===== src/rtl/npc_pkg.sv =====
package npc_pkg;

  typedef enum logic [1:0] {
    SEL_SEQ  = 2'd0,
    SEL_BR   = 2'd1,
    SEL_JMP  = 2'd2,
    SEL_JREG = 2'd3
  } npc_sel_e;

  typedef struct packed {
    logic live;
    logic jump;
    logic link;
    logic jreg;
    logic branch;
    logic on_nz;
  } npc_ctl_t;

endpackage


===== src/rtl/npc_target_calc.sv =====
module npc_target_calc #(
  parameter int XLEN  = 32,
  parameter int IDX_W = 26
) (
  input  logic [XLEN-1:0]  pc_plus4,
  input  logic [XLEN-1:0]  imm_ext,
  input  logic [IDX_W-1:0] jidx,
  output logic [XLEN-1:0]  br_tgt,
  output logic [XLEN-1:0]  jmp_tgt,
  output logic [XLEN-1:0]  lnk_val
);
  localparam int REGION_W = XLEN - IDX_W - 2;
  localparam logic [XLEN-1:0] WORD_STEP = XLEN'(4);

  function automatic logic [XLEN-1:0] calc_branch(input logic [XLEN-1:0] seq,
                                                  input logic [XLEN-1:0] off);
    return seq + {off[XLEN-3:0], 2'b00};
  endfunction

  function automatic logic [XLEN-1:0] calc_jump(input logic [XLEN-1:0] seq,
                                                input logic [IDX_W-1:0] idx);
    return {seq[XLEN-1 -: REGION_W], idx, 2'b00};
  endfunction

  function automatic logic [XLEN-1:0] calc_link(input logic [XLEN-1:0] seq);
    return seq + WORD_STEP;
  endfunction

  assign br_tgt  = calc_branch(pc_plus4, imm_ext);
  assign jmp_tgt = calc_jump(pc_plus4, jidx);
  assign lnk_val = calc_link(pc_plus4);
endmodule


===== src/rtl/npc_cond.sv =====
module npc_cond #(
  parameter int XLEN = 32
) (
  input  logic            clk,
  input  logic            rst_n,
  input  logic            br_en,
  input  logic            on_nz,
  input  logic [XLEN-1:0] src,
  output logic            src_zero,
  output logic            taken
);
  assign src_zero = (src == '0);
  assign taken    = br_en & (src_zero ^ on_nz);

  p_no_branch_no_take_r3: assert property (@(posedge clk) disable iff (!rst_n)
    !br_en |-> !taken);
  p_zero_eq_taken_r3: assert property (@(posedge clk) disable iff (!rst_n)
    (br_en && !on_nz && src == '0) |-> taken);
endmodule


===== src/rtl/npc_select.sv =====
module npc_select
  import npc_pkg::*;
#(
  parameter int XLEN = 32
) (
  input  npc_ctl_t        ctl,
  input  logic            taken,
  input  logic [XLEN-1:0] pc_plus4,
  input  logic [XLEN-1:0] br_tgt,
  input  logic [XLEN-1:0] jmp_tgt,
  input  logic [XLEN-1:0] reg_tgt,
  output npc_sel_e        sel,
  output logic [XLEN-1:0] next_pc,
  output logic            redirect
);
  always_comb begin
    sel = SEL_SEQ;
    if (ctl.live) begin
      if (ctl.jreg)      sel = SEL_JREG;
      else if (ctl.jump) sel = SEL_JMP;
      else if (taken)    sel = SEL_BR;
    end
  end

  always_comb begin
    unique case (sel)
      SEL_JREG: next_pc = reg_tgt;
      SEL_JMP:  next_pc = jmp_tgt;
      SEL_BR:   next_pc = br_tgt;
      default:  next_pc = pc_plus4;
    endcase
  end

  assign redirect = (sel != SEL_SEQ);
endmodule


===== src/rtl/npc_resolver.sv =====
module npc_resolver
  import npc_pkg::*;
#(
  parameter int XLEN     = 32,
  parameter int IDX_W    = 26,
  parameter int REG_AW   = 5,
  parameter int LINK_REG = 31
) (
  input  logic              clk,
  input  logic              rst_n,
  input  logic              id_valid,
  input  logic              jump_en,
  input  logic              link_en,
  input  logic              jreg_en,
  input  logic              br_en,
  input  logic              br_on_nz,
  input  logic [XLEN-1:0]   pc_plus4,
  input  logic [XLEN-1:0]   imm_ext,
  input  logic [IDX_W-1:0]  jidx,
  input  logic [XLEN-1:0]   rs_val,
  output logic [XLEN-1:0]   next_pc,
  output logic              redirect,
  output logic              link_we,
  output logic [REG_AW-1:0] link_addr,
  output logic [XLEN-1:0]   link_data
);
  localparam int REGION_W = XLEN - IDX_W - 2;
  localparam logic [REG_AW-1:0] LINK_IDX = REG_AW'(LINK_REG);

  // squash state: the decode slot holds a killed instruction
  logic     kill_q;
  logic     live;
  logic     taken;
  logic     src_zero;
  logic     is_jump;
  npc_ctl_t ctl;
  npc_sel_e sel;
  logic [XLEN-1:0] br_tgt, jmp_tgt, lnk_val;

  assign live = id_valid & ~kill_q;

  always_comb begin
    ctl        = '0;
    ctl.live   = live;
    ctl.jump   = jump_en;
    ctl.link   = link_en;
    ctl.jreg   = jreg_en;
    ctl.branch = br_en;
    ctl.on_nz  = br_on_nz;
  end

  npc_target_calc #(.XLEN(XLEN), .IDX_W(IDX_W)) u_tgt (
    .pc_plus4 (pc_plus4),
    .imm_ext  (imm_ext),
    .jidx     (jidx),
    .br_tgt   (br_tgt),
    .jmp_tgt  (jmp_tgt),
    .lnk_val  (lnk_val)
  );

  npc_cond #(.XLEN(XLEN)) u_cond (
    .clk      (clk),
    .rst_n    (rst_n),
    .br_en    (ctl.branch),
    .on_nz    (ctl.on_nz),
    .src      (rs_val),
    .src_zero (src_zero),
    .taken    (taken)
  );

  npc_select #(.XLEN(XLEN)) u_sel (
    .ctl      (ctl),
    .taken    (taken),
    .pc_plus4 (pc_plus4),
    .br_tgt   (br_tgt),
    .jmp_tgt  (jmp_tgt),
    .reg_tgt  (rs_val),
    .sel      (sel),
    .next_pc  (next_pc),
    .redirect (redirect)
  );

  always_ff @(posedge clk) begin
    if (!rst_n) kill_q <= 1'b0;
    else        kill_q <= redirect;
  end

  assign is_jump   = ctl.jump | ctl.jreg;
  assign link_we   = ctl.live & ctl.link & is_jump;
  assign link_addr = LINK_IDX;
  assign link_data = lnk_val;

  p_one_cycle_redirect_r9: assert property (@(posedge clk) disable iff (!rst_n)
    redirect |=> (!redirect && !link_we));
  p_idle_keeps_seq_r7: assert property (@(posedge clk) disable iff (!rst_n)
    !redirect |-> next_pc == pc_plus4);
  p_redirect_needs_valid_r10: assert property (@(posedge clk) disable iff (!rst_n)
    redirect |-> id_valid);
  p_link_only_on_redirect_r8: assert property (@(posedge clk) disable iff (!rst_n)
    link_we |-> (redirect && sel != SEL_BR));
  p_jreg_wins_r5: assert property (@(posedge clk) disable iff (!rst_n)
    (redirect && jreg_en) |-> next_pc == rs_val);
  p_jump_region_r4: assert property (@(posedge clk) disable iff (!rst_n)
    (redirect && jump_en && !jreg_en) |->
      (next_pc[XLEN-1 -: REGION_W] == pc_plus4[XLEN-1 -: REGION_W] && next_pc[1:0] == 2'b00));
  p_branch_needs_test_r3: assert property (@(posedge clk) disable iff (!rst_n)
    (sel == SEL_BR) |-> (br_en && (src_zero != br_on_nz)));
endmodule


===== config.mk =====
export PLATFORM = sky130hd
export DESIGN_NAME = npc_resolver
export DESIGN_NICKNAME = d
export VERILOG_FILES = /design/src/rtl/npc_pkg.sv /design/src/rtl/npc_target_calc.sv /design/src/rtl/npc_cond.sv /design/src/rtl/npc_select.sv /design/src/rtl/npc_resolver.sv
export SDC_FILE = /design/constraint.sdc
export NUM_CORES = 1
export LEC_CHECK = 0
export CORE_UTILIZATION = 34
export CTS_CLUSTER_SIZE = 16
export DETAILED_ROUTE_END_ITERATION = 12
export GPL_ROUTABILITY_DRIVEN = 0
export PLACE_DENSITY = 0.8
export SETUP_SLACK_MARGIN = 0.2
export SLEW_MARGIN = 0
export SYNTH_ARGS = -nofsm -noshare
export SYNTH_HDL_FRONTEND = slang
export SYNTH_SLANG_ARGS = --single-unit

===== constraint.sdc =====
create_clock -name clk -period 3.71 [get_ports clk]
set_input_delay 0.742 -clock clk [delete_from_list [all_inputs] [get_ports clk]]
set_output_delay 0.742 -clock clk [all_outputs]
set_load 0.01 [all_outputs]

==> metrics.md <==
| Metric | Value |
|---|---|
| Outcome | finished with violations |
| Failing checks | negative setup slack |
| Share of post-route cells with drive strength above 1 | approximately half |
| Placement Cell Area | roughly 6100 µm² |
| Syn_area_per_cell | 6.92 µm² |
| Crit path capture type | primary output |
| Placed Instances | approximately 860 |
| Commonest register cell after synthesis | dfxtp_1 |
| Initial Util | a little over a third |
| Biggest regs | kill_q x1 |
| CP startpoint kind | primary input |
| Overall routing resource usage | between 30% and 40% |
| Non-Filler Instances | 918 |
| Clk_skew | 0 ns |
| Die X-Extent | a little under 100 µm |
| Min Tclk post-route | between 4 and 5 ns |
| Cells after synthesis | 439 |
| WL/cell | ~23 µm |
| I/O Buffers | 193 |
| Hold path startpoint | kill_q |
| Synth-to-Final Area Change | 144% |
| Worst endpoint data arrival time | between 3 and 4 ns |
| Post-synth EDFFs | 0 |
| Core area | about 8700 µm² |
| DIE AREA | between 9000 and 10000 µm² |
| Via count | 5631 |
| Reg2reg setup slack | between 2 and 2.5 ns |
| Post-route DRC | 0 |
| Fmax | roughly 0.24 GHz |
| Overall power | 1.30 mW |
| Tcrit/Tclk final | 114% |
| Commonest non-fill, non-tap cell in the layout | buf_4 |
| Cell count of the worst hold path | 8 |
| Largest register FFs | 1 |
| Gr ovfl total | 0 |
| Sequential share of the synthesized area | less than 1% |
| Post-synth cell types | 64 |
| Worst Max-Slew Pin Slew | about 0.53 ns |
| Post-DP HPWL | ~12000 µm |
| Commonest cells after routing, fill and taps aside | buf_4 (158), clkdlybuf4s50_1 (66), nand2_1 (58) |
| Net Sw Power | roughly 600 µW |
| Pwr Density | around 170 nW/µm² |
| HP Class | reg -> reg |
| Setup WS post-layout | -0.531 ns |
| Pint | around 690 µW |
| Critical Path Fanout Max | 7 |
| Net count, final | about 1000 |
| Worst skew pair latency | 0 ns |
| Cts hold-fix bufs | 0 |
| First-pass GRT wire length | 27500 µm |
| Initial antenna violation count | 2 |
| Combinational share of power | about 99% |
| Slew headroom | between 60 and 70% |
| Clock-pin slew of the registers on the worst-case setup and hold paths | 0 ns |
| Vias in the first global route | ~5600 |
| Yosys Warn Count | 0 |
| Fin. max-slew vios | 0 |
| Rows | 34 |
| Hold Path Sink | kill_q |
| Largest net degree at the start of global routing | 19 |
| Crit Path Class | in -> out |
| Reg2reg start | kill_q |
| RR Endpoint | kill_q |
| DRT iter0 DRCs | between 400 and 500 |
| Net Sw Frac | between 40% and 50% |
| Clock Power Share | 0% |
| Final Hold Violating Endpoints | 0 |
| Async S/R FF share, synth | 0% |
| Post-Place Setup Slack | -1.05 ns |
| Final setup viols | 31 |
| Reg with most FFs | kill_q |
| Mapped Area | around 3000 µm² |
| DIE HEIGHT | between 90 and 100 µm |
| Io pins | approximately 200 |
| Reg2reg path depth | 10 |
| Final wirelength | between 20000 and 25000 µm |
| Leak | 3.33 nW |
| Number of synthesized register bits | 1 |
| CP required | 2.97 ns |
| Pre-antenna DRT Iters | 7 |
| Flop pwr share | less than 1% |
| Final ANT Viol Nets | 0 |
| Via density per instance | ~6.1 |
| IR drop worst, VDD | roughly 0.096 mV |
| Max-Cap Viols | 0 |
| RSZ-0062 raised after global routing | true |
| Post-layout instance area | 7410 µm² |
## cells in the mapped netlist, types with 3 or more instances
library cell / n / share of area, %
o21ai_1: 4 / 0.66
a21o_1: 12 / 3.0
a31oi_1: 13 / 2.7
nand2_1: 62 / 7.7
nand2b_1: 3 / 0.62
clkbuf_1: 11 / 1.4
and2_1: 4 / 0.82
ha_1: 30 / 12
nor2_1: 34 / 4.2
o21bai_1: 3 / 0.74
and4_1: 4 / 1.2
nand3_1: 16 / 2.6
buf_4: 7 / 1.7
nor2b_1: 7 / 1.4
and3_1: 11 / 2.3
o21ai_0: 12 / 2.0
a22oi_1: 5 / 1.2
xnor2_1: 37 / 11
o21a_1: 8 / 2.0
nor4_1: 9 / 1.9
a21oi_1: 33 / 5.4
inv_1: 12 / 1.5
mux2i_1: 4 / 1.3
nand4_1: 3 / 0.62
mux4_2: 6 / 4.4
a32oi_1: 3 / 0.87
xor2_1: 14 / 4.0
nor3_1: 6 / 0.99
or3_1: 3 / 0.62
a211oi_1: 17 / 4.2
## worst max-delay path, cell delays in order
cell       delay, ns
clkbuf_2        0.18
nor4_4          0.55
nand4_1         0.29
nor2_1          0.18
xnor2_1         0.15
nor3b_2         0.07
buf_4           0.14
o21ai_4         0.24
buf_6           0.15
buf_6           0.10
bufbuf_16       0.25
nor2b_1         0.26
a21oi_2         0.05
buf_2           0.15
## power groups by stage
stage / logic [mW] / clock network [mW] / registers (mW)
floorplan: 0.424 / 0 / 0.0120
global placement: 0.937 / 0 / 0.0121
detailed placement: 0.963 / 0 / 0.0121
CTS: 1.10 / 0 / 0.0121
global route: 1.34 / 0.0000000721 / 0.0122
finish: 1.28 / 0.0000000722 / 0.0121
## cell families (layout without fill, tap and decap cells)
kind of cell | Yosys count | in the layout | share of synthesized area, %
buffers and inverters | 36 | 401 | 6.26
multiplexers | 10 | 10 | 5.77
AND/OR/NAND/NOR | 175 | 175 | 28.1
AO/OA/AOI/OAI | 134 | 134 | 31.4
flip-flops | 1 | 1 | 0.659
adder cells (fa/ha/maj) | 31 | 31 | 13.0
other | 1 | 7 | 0.123
XOR/XNOR | 51 | 51 | 14.7
## worst max-delay path by stage
stage                            from     endpoint  depth (start not counted)
after CTS                  imm_ext[7]  next_pc[20]                         12
after detailed placement  pc_plus4[9]  next_pc[30]                         11
after global placement    pc_plus4[9]  next_pc[30]                         11
after floorplan           pc_plus4[9]  next_pc[30]                          9
final                      rs_val[14]  next_pc[28]                         14
after global routing       rs_val[14]  next_pc[29]                         14
## timing repair
action	CTS	global route
setup endpoints to repair	56	49
pin swaps	89	67
resized for setup	487	99
gates cloned	3	0
setup buffers	35	15
## metal layers
| layer | vias to the layer above | routed length [µm] | GRT usage [%] | share of wire [%] |
|---|---|---|---|---|
| li1 | 2365 | - | - | - |
| met1 | 2668 | 7220 | 41.8 | 34 |
| met2 | 436 | 10300 | 69.0 | 49 |
| met3 | 162 | 1820 | 5.09 | 8.6 |
| met4 | 0 | 1690 | 23.0 | 8.0 |
| met5 | - | 0 | 0 | 0 |
## metrics by stage
step	utilization [%]	setup TNS [ns]	hold slack, ns
after floorplan	-	0	0.864
after global placement	70.5	-27.94	1.21
after detailed placement	70.5	-29.33	1.22
after CTS	80.6	-1.14	1.19
after global routing	85.4	-17.09	1.34
final	85.4	-12.70	1.31
## final cells by class
type                       instances  area [µm²]
antenna                            2        5.00
fill                             436        1270
inverter                          12        45.0
multi-input combinational        406        3770
sequential                         1        20.0
tap                              108         135
timing repair buffer             389        3430
No activity file was read; power rests on OpenSTA's default activity.
